<file path="config.mk">
export PLATFORM = sky130hd
export DESIGN_NAME = fetch_target_buf
export DESIGN_NICKNAME = d
export VERILOG_FILES = /design/src/rtl/ftb_pkg.sv /design/src/rtl/ftb_entry_ram.sv /design/src/rtl/ftb_fetch_port.sv /design/src/rtl/ftb_resolve_unit.sv /design/src/rtl/fetch_target_buf.sv
export SDC_FILE = /design/constraint.sdc
export NUM_CORES = 2
export LEC_CHECK = 0
export BUFFER_PORTS_ARGS = -buffer_cell sky130_fd_sc_hd__buf_2
export CORE_UTILIZATION = 67
export DETAILED_ROUTE_END_ITERATION = 12
export HOLD_SLACK_MARGIN = 0.02
export PLACE_DENSITY = 0.89
export SYNTH_ARGS = -nofsm -noshare
export SYNTH_HDL_FRONTEND = slang
export SYNTH_HIERARCHICAL = 1
export SYNTH_SLANG_ARGS = --single-unit
</file>
<file path="constraint.sdc">
create_clock -name clk -period 23.9 [get_ports clk]
set_clock_uncertainty 0.1 [all_clocks]
set_input_delay 0 -clock clk [delete_from_list [all_inputs] [get_ports clk]]
set_output_delay 0 -clock clk [all_outputs]
set_load 0.02 [all_outputs]
</file>
<file path="src/rtl/ftb_pkg.sv">
package ftb_pkg;

  // What the resolution stage does to the indexed slot.
  typedef enum logic [1:0] {
    ACT_NONE  = 2'd0,
    ACT_TRAIN = 2'd1,
    ACT_ALLOC = 2'd2
  } ftb_act_e;

endpackage

</file>
<file path="src/rtl/ftb_entry_ram.sv">
// Slot storage: payload in an inferable RAM (one write, two synchronous
// read-first reads), valid flags in flops so reset can clear them at once.
module ftb_entry_ram #(
  parameter int IDX_W = 4,
  parameter int DW    = 66
) (
  input  logic             clk,
  input  logic             rst,
  input  logic             wr_en,
  input  logic [IDX_W-1:0] wr_idx,
  input  logic [DW-1:0]    wr_data,
  input  logic [IDX_W-1:0] ra_idx,
  output logic [DW-1:0]    ra_data,
  output logic             ra_valid,
  input  logic [IDX_W-1:0] rb_idx,
  output logic [DW-1:0]    rb_data,
  output logic             rb_valid
);
  localparam int DEPTH = 1 << IDX_W;

  logic [DW-1:0]    mem [DEPTH];
  logic [DEPTH-1:0] slot_vld;

  always_ff @(posedge clk) begin
    if (wr_en) mem[wr_idx] <= wr_data;
    ra_data <= mem[ra_idx];
    rb_data <= mem[rb_idx];
  end

  always_ff @(posedge clk) begin
    if (rst) begin
      slot_vld <= '0;
      ra_valid <= 1'b0;
      rb_valid <= 1'b0;
    end else begin
      if (wr_en) slot_vld[wr_idx] <= 1'b1;
      ra_valid <= slot_vld[ra_idx];
      rb_valid <= slot_vld[rb_idx];
    end
  end

endmodule

</file>
<file path="src/rtl/ftb_fetch_port.sv">
// Fetch-side lookup: index the RAM at the edge, compare the full tag after it.
module ftb_fetch_port #(
  parameter int PC_W  = 32,
  parameter int IDX_W = 4,
  parameter int CTR_W = 2
) (
  input  logic             clk,
  input  logic             rst,
  input  logic             fetch_valid,
  input  logic [PC_W-1:0]  fetch_pc,
  output logic [IDX_W-1:0] rd_idx,
  input  logic [2*PC_W+CTR_W-1:0] rd_data,
  input  logic             rd_valid,
  output logic             lk_valid,
  output logic [PC_W-1:0]  lk_pc,
  output logic             lk_taken,
  output logic [PC_W-1:0]  lk_next_pc
);
  localparam int DW = 2*PC_W + CTR_W;

  logic            v_q;
  logic [PC_W-1:0] pc_q;
  logic [PC_W-1:0] slot_tag;
  logic [PC_W-1:0] slot_tgt;
  logic [CTR_W-1:0] slot_ctr;

  assign rd_idx = fetch_pc[IDX_W+1:2];

  always_ff @(posedge clk) begin
    if (rst) begin
      v_q  <= 1'b0;
      pc_q <= '0;
    end else begin
      v_q  <= fetch_valid;
      pc_q <= fetch_pc;
    end
  end

  assign slot_tag = rd_data[DW-1 -: PC_W];
  assign slot_tgt = rd_data[PC_W+CTR_W-1 -: PC_W];
  assign slot_ctr = rd_data[CTR_W-1:0];

  always_comb begin
    lk_valid   = v_q;
    lk_pc      = pc_q;
    lk_taken   = v_q && rd_valid && (slot_tag == pc_q) && slot_ctr[CTR_W-1];
    lk_next_pc = lk_taken ? slot_tgt : pc_q + PC_W'(4);
  end

  // every presented fetch yields a result one cycle later.
  a_r3_result_follows: assert property (@(posedge clk) disable iff (rst)
    fetch_valid |=> lk_valid);
  a_r3_no_spurious: assert property (@(posedge clk) disable iff (rst)
    !fetch_valid |=> !lk_valid);

endmodule

</file>
<file path="src/rtl/ftb_resolve_unit.sv">
// Resolution side: redirect decision in one stage, slot read-modify-write
// across two stages with forwarding of the write made one edge earlier.
module ftb_resolve_unit
  import ftb_pkg::*;
#(
  parameter int PC_W  = 32,
  parameter int IDX_W = 4,
  parameter int CTR_W = 2
) (
  input  logic             clk,
  input  logic             rst,
  input  logic             rs_valid,
  input  logic [PC_W-1:0]  rs_pc,
  input  logic             rs_is_cti,
  input  logic             rs_taken,
  input  logic [PC_W-1:0]  rs_target,
  input  logic [PC_W-1:0]  rs_pred_next,
  output logic [IDX_W-1:0] rd_idx,
  input  logic [2*PC_W+CTR_W-1:0] rd_data,
  input  logic             rd_valid,
  output logic             wr_en,
  output logic [IDX_W-1:0] wr_idx,
  output logic [2*PC_W+CTR_W-1:0] wr_data,
  output logic             redir_valid,
  output logic [PC_W-1:0]  redir_pc
);
  localparam int DW = 2*PC_W + CTR_W;
  localparam logic [CTR_W-1:0] CTR_MAX   = '1;
  localparam logic [CTR_W-1:0] CTR_ALLOC = CTR_W'(1) << (CTR_W-1);

  // stage 1: captured report (control transfers only)
  logic            s1_v;
  logic [PC_W-1:0] s1_pc;
  logic            s1_taken;
  logic [PC_W-1:0] s1_target;

  // last write, for forwarding past the read-first RAM
  logic             fw_v;
  logic [IDX_W-1:0] fw_idx;
  logic [DW-1:0]    fw_data;

  logic [IDX_W-1:0] s1_idx;
  logic             fw_hit;
  logic [DW-1:0]    cur_data;
  logic             cur_vld;
  logic [PC_W-1:0]  cur_tag;
  logic [PC_W-1:0]  cur_tgt;
  logic [CTR_W-1:0] cur_ctr;
  logic             slot_hit;
  ftb_act_e         act;
  logic [CTR_W-1:0] new_ctr;
  logic [PC_W-1:0]  new_tgt;
  logic [PC_W-1:0]  actual_next;

  assign rd_idx = rs_pc[IDX_W+1:2];

  always_ff @(posedge clk) begin
    if (rst) begin
      s1_v      <= 1'b0;
      s1_pc     <= '0;
      s1_taken  <= 1'b0;
      s1_target <= '0;
    end else begin
      s1_v      <= rs_valid && rs_is_cti;
      s1_pc     <= rs_pc;
      s1_taken  <= rs_taken;
      s1_target <= rs_target;
    end
  end

  always_comb begin
    s1_idx   = s1_pc[IDX_W+1:2];
    fw_hit   = fw_v && (fw_idx == s1_idx);
    cur_data = fw_hit ? fw_data : rd_data;
    cur_vld  = fw_hit || rd_valid;
    cur_tag  = cur_data[DW-1 -: PC_W];
    cur_tgt  = cur_data[PC_W+CTR_W-1 -: PC_W];
    cur_ctr  = cur_data[CTR_W-1:0];
    slot_hit = cur_vld && (cur_tag == s1_pc);

    if (!s1_v)         act = ACT_NONE;
    else if (slot_hit) act = ACT_TRAIN;
    else if (s1_taken) act = ACT_ALLOC;
    else               act = ACT_NONE;

    new_ctr = cur_ctr;
    new_tgt = cur_tgt;
    case (act)
      ACT_TRAIN: begin
        if (s1_taken) begin
          new_ctr = (cur_ctr == CTR_MAX) ? cur_ctr : cur_ctr + CTR_W'(1);
          new_tgt = s1_target;
        end else begin
          new_ctr = (cur_ctr == '0) ? cur_ctr : cur_ctr - CTR_W'(1);
        end
      end
      ACT_ALLOC: begin
        new_ctr = CTR_ALLOC;
        new_tgt = s1_target;
      end
      default: ;
    endcase

    wr_en   = (act != ACT_NONE);
    wr_idx  = s1_idx;
    wr_data = {s1_pc, new_tgt, new_ctr};
  end

  always_ff @(posedge clk) begin
    if (rst) begin
      fw_v    <= 1'b0;
      fw_idx  <= '0;
      fw_data <= '0;
    end else begin
      fw_v    <= wr_en;
      fw_idx  <= wr_idx;
      fw_data <= wr_data;
    end
  end

  // redirect: real next address against the one predicted at fetch
  assign actual_next = (rs_is_cti && rs_taken) ? rs_target : rs_pc + PC_W'(4);

  always_ff @(posedge clk) begin
    if (rst) begin
      redir_valid <= 1'b0;
      redir_pc    <= '0;
    end else begin
      redir_valid <= rs_valid && (actual_next != rs_pred_next);
      redir_pc    <= actual_next;
    end
  end

  // a non-control report reaches no write.
  a_r7_nonctrl_no_write: assert property (@(posedge clk) disable iff (rst)
    (rs_valid && !rs_is_cti) |=> !wr_en);
  // a taken control transfer always trains or allocates.
  a_r5_taken_writes: assert property (@(posedge clk) disable iff (rst)
    (rs_valid && rs_is_cti && rs_taken) |=> wr_en);
  // a redirect never points at the address that was already predicted.
  a_r9_redir_differs: assert property (@(posedge clk) disable iff (rst)
    redir_valid |-> (redir_pc != $past(rs_pred_next)));
  // a not-taken report that misses leaves the table alone.
  a_r6_nt_miss_quiet: assert property (@(posedge clk) disable iff (rst)
    (s1_v && !s1_taken && !slot_hit) |-> !wr_en);

endmodule

</file>
<file path="src/rtl/fetch_target_buf.sv">
module fetch_target_buf #(
  parameter int PC_W  = 32,
  parameter int IDX_W = 4,
  parameter int CTR_W = 2
) (
  input  logic            clk,
  input  logic            rst,
  input  logic            fetch_valid,
  input  logic [PC_W-1:0] fetch_pc,
  output logic            lk_valid,
  output logic [PC_W-1:0] lk_pc,
  output logic            lk_taken,
  output logic [PC_W-1:0] lk_next_pc,
  input  logic            rs_valid,
  input  logic [PC_W-1:0] rs_pc,
  input  logic            rs_is_cti,
  input  logic            rs_taken,
  input  logic [PC_W-1:0] rs_target,
  input  logic [PC_W-1:0] rs_pred_next,
  output logic            redir_valid,
  output logic [PC_W-1:0] redir_pc
);
  localparam int DW = 2*PC_W + CTR_W;

  logic [IDX_W-1:0] fa_idx, rb_idx, wr_idx;
  logic [DW-1:0]    fa_data, rb_data, wr_data;
  logic             fa_vld, rb_vld, wr_en;

  ftb_entry_ram #(.IDX_W(IDX_W), .DW(DW)) u_ram (
    .clk(clk), .rst(rst),
    .wr_en(wr_en), .wr_idx(wr_idx), .wr_data(wr_data),
    .ra_idx(fa_idx), .ra_data(fa_data), .ra_valid(fa_vld),
    .rb_idx(rb_idx), .rb_data(rb_data), .rb_valid(rb_vld)
  );

  ftb_fetch_port #(.PC_W(PC_W), .IDX_W(IDX_W), .CTR_W(CTR_W)) u_fetch (
    .clk(clk), .rst(rst),
    .fetch_valid(fetch_valid), .fetch_pc(fetch_pc),
    .rd_idx(fa_idx), .rd_data(fa_data), .rd_valid(fa_vld),
    .lk_valid(lk_valid), .lk_pc(lk_pc), .lk_taken(lk_taken),
    .lk_next_pc(lk_next_pc)
  );

  ftb_resolve_unit #(.PC_W(PC_W), .IDX_W(IDX_W), .CTR_W(CTR_W)) u_resolve (
    .clk(clk), .rst(rst),
    .rs_valid(rs_valid), .rs_pc(rs_pc), .rs_is_cti(rs_is_cti),
    .rs_taken(rs_taken), .rs_target(rs_target), .rs_pred_next(rs_pred_next),
    .rd_idx(rb_idx), .rd_data(rb_data), .rd_valid(rb_vld),
    .wr_en(wr_en), .wr_idx(wr_idx), .wr_data(wr_data),
    .redir_valid(redir_valid), .redir_pc(redir_pc)
  );

  // a written tag always belongs to the slot it is written into.
  a_r2_tag_in_slot: assert property (@(posedge clk) disable iff (rst)
    wr_en |-> (wr_data[DW-1 -: PC_W] >> 2) % (1 << IDX_W) == PC_W'(wr_idx));

endmodule

</file>
==> metrics.md <==
| Metric | Value |
|---|---|
| GRT met3 Usage | `18.5%` |
| Gr busiest metal | `met2` |
| # DRC | `0` |
| Drt pass-1 iters | `9` |
| Tightest Pin Transition | `1410 ps` |
| Vias in the first global route | `42468` |
| Largest net degree at the start of global routing | `109` |
| Post-CTS setup buffers | `0` |
| TritonCTS buffer count | `140` |
| Endpoints failing hold | `0` |
| Detailed Place HPWL | `109000 um` |
| Rows | `110` |
| CTS root buf | `clkbuf_16` |
| Yosys warning count | `6` |
| Max FO, Critical Path | `99` |
| H-tree Lvls | `4` |
| Number of port buffers | `232` |
| First-pass GRT wire length | `295000 um` |
| Worst-path clk slew | `60 ps` |
| # setup viols final | `0` |
| Die width | `304 um` |
| Placed Area | `63300 sq um` |
| CTS tree | `yes` |
| Ratio of cells with drive above 1 in the final layout | `28.1%` |
| Ports | `233` |
| DRT antenna net count | `0` |
| MaxCap Viol Count | `0` |
| Skew-Pair Late Insertion Delay | `790 ps` |
| Tcrit/Tclk final | `31.0%` |
| Syn Nets | `3644` |
| Setup_tns | `0 ps` |
| Avg WL per Cell | `40.3 um` |
| Max Freq | `135 MHz` |
| GR Layer Usage met1 | `53.9%` |
| Fin crit period | `7400 ps` |
| PwrDens | `79.0 nW/um^2` |
| Mean Syn Cell Area | `17.5 sq um` |
| Hold Crit Class | `in -> reg` |
| Critical Path RT | `24180 ps` |
| Met2 track demand over resource | `66.8%` |
| Starting density of the core | `67.8%` |
| Slew HR | `5.79%` |
| Die ar. | `92600 sq um` |
| CP arrival | `7680 ps` |
| Unrepaired setup endpoints after global routing | `no` |
| Die Ht | `304 um` |
| GR Overflow Total | `0` |
| Vias | `41609` |
| Layout net count | `3991` |
| Crit path kind | `reg -> reg` |
| Leak | `22.5 nW` |
| Critical path launch point type | `flop` |
| Post-DR vias/cell | `8.07` |
| Post-route cell area | `69900 sq um` |
| Core Footprint | `90300 sq um` |
| Clock sinks | `1404` |
| Drt initial violations | `8004` |
| Syn Std Cell Area | `61300 sq um` |
| Pins Over Slew Limit | `0` |
| Peak VDD IR | `0.0687 mV` |
| Syn Inst Count | `3505` |
| GRT Total Usage | `45.2%` |
| Status | `finished, final reports clean` |
| Placer congestion estimate | `0.951` |
| Max clock buf depth | `3` |
| Worst Setup End Kind | `flop` |
| P&R area growth vs syn | `14.1%` |
| Initial antenna violation count | `22` |
| Routed WL | `208000 um` |
## final cells by class
type	count	area, sq um
flip-flops and latches	1404	38700
multi-input cells	1798	21300
fillers	4311	20400
clock buffers	200	4100
repair buffers	478	3530
well taps	1176	1470
clock inverters	60	664
inverters	30	113
diodes	8	20.0
## where the power goes
part / internal (mW) / switching (mW)
registers: 2.68 / 0.0561
clock network: 1.32 / 0.999
logic: 0.185 / 0.279
## worst max-delay path, cell delays in order (launching register included)
cell and delay [ps]:
dfxtp_1 950, xor2_1 210, nor4_2 420, buf_4 700, mux2i_1 330, xnor2_1 100
nor4_1 620, nand3_1 220, o311ai_0 800, ha_4 1060, nand2_1 150, o22ai_1 1110
## final timing paths
path                              startpoint  slack [ps]                                 end  cells past startpoint
max            u_resolve/s1_pc[3]$_SDFF_PP0_       16500         u_ram/mem[11][24]$_DFFE_PP_                     11
min                            rs_target[18]          50  u_resolve/s1_target[18]$_SDFF_PP0_                      3
max reg2reg    u_resolve/s1_pc[3]$_SDFF_PP0_       16500         u_ram/mem[11][24]$_DFFE_PP_                     11
min reg2reg  u_ram/slot_vld[15]$_SDFFE_PP0P_         410     u_ram/slot_vld[15]$_SDFFE_PP0P_                      2
## state kept, by name, summed over array words and instances, names as in the netlist, 3 cells and up
name,cells
u_ram/mem,1056
u_ram/rb_data,66
u_ram/ra_data,65
u_resolve/fw_data,63
u_fetch/lk_pc,32
u_resolve/redir_pc,32
u_resolve/s1_pc,32
u_resolve/s1_target,32
u_ram/slot_vld,16
u_resolve/fw_idx,3
## routing by layer
metal	up-vias	wire length, um
li1	15150	-
met1	19992	59500
met2	5136	91700
met3	1313	38100
met4	18	18500
met5	-	112
## through the flow
stage	setup slack, ps	total power, mW	hold slack [ps]	utilization (%)	std cells
after floorplan	15420	3.03	-28.4	-	3505
after global placement	17560	3.18	114	70.1	4707
after detailed placement	17340	3.19	114	70.1	4707
after CTS	17000	5.46	22.4	77.4	5146
after global routing	16430	5.60	51.2	77.4	5151
final	16500	5.52	48.8	77.4	5154
## timing repair
action | CTS | global route
gates resized for setup | 0 | 0
hold buffers | 179 | 0
endpoints found under the hold margin | 168 | 0
## cell usage in the layout, fill, tap and decap left out, types with 41 or more instances in the layout
cell           instances
and2_1                42
mux2i_1               71
a22o_1               131
buf_2                227
nand3_1              100
a221o_1              133
edfxtp_1            1056
nor2b_1              126
nor2_1                97
xor2_1                65
mux4_2               528
xnor2_1               82
o21ai_0               41
clkbuf_16            150
buf_4                 65
dfxtp_1              347
nand2_1               75
dlygate4sd3_1        179
Note: power is estimated with default switching activity, not from simulation.
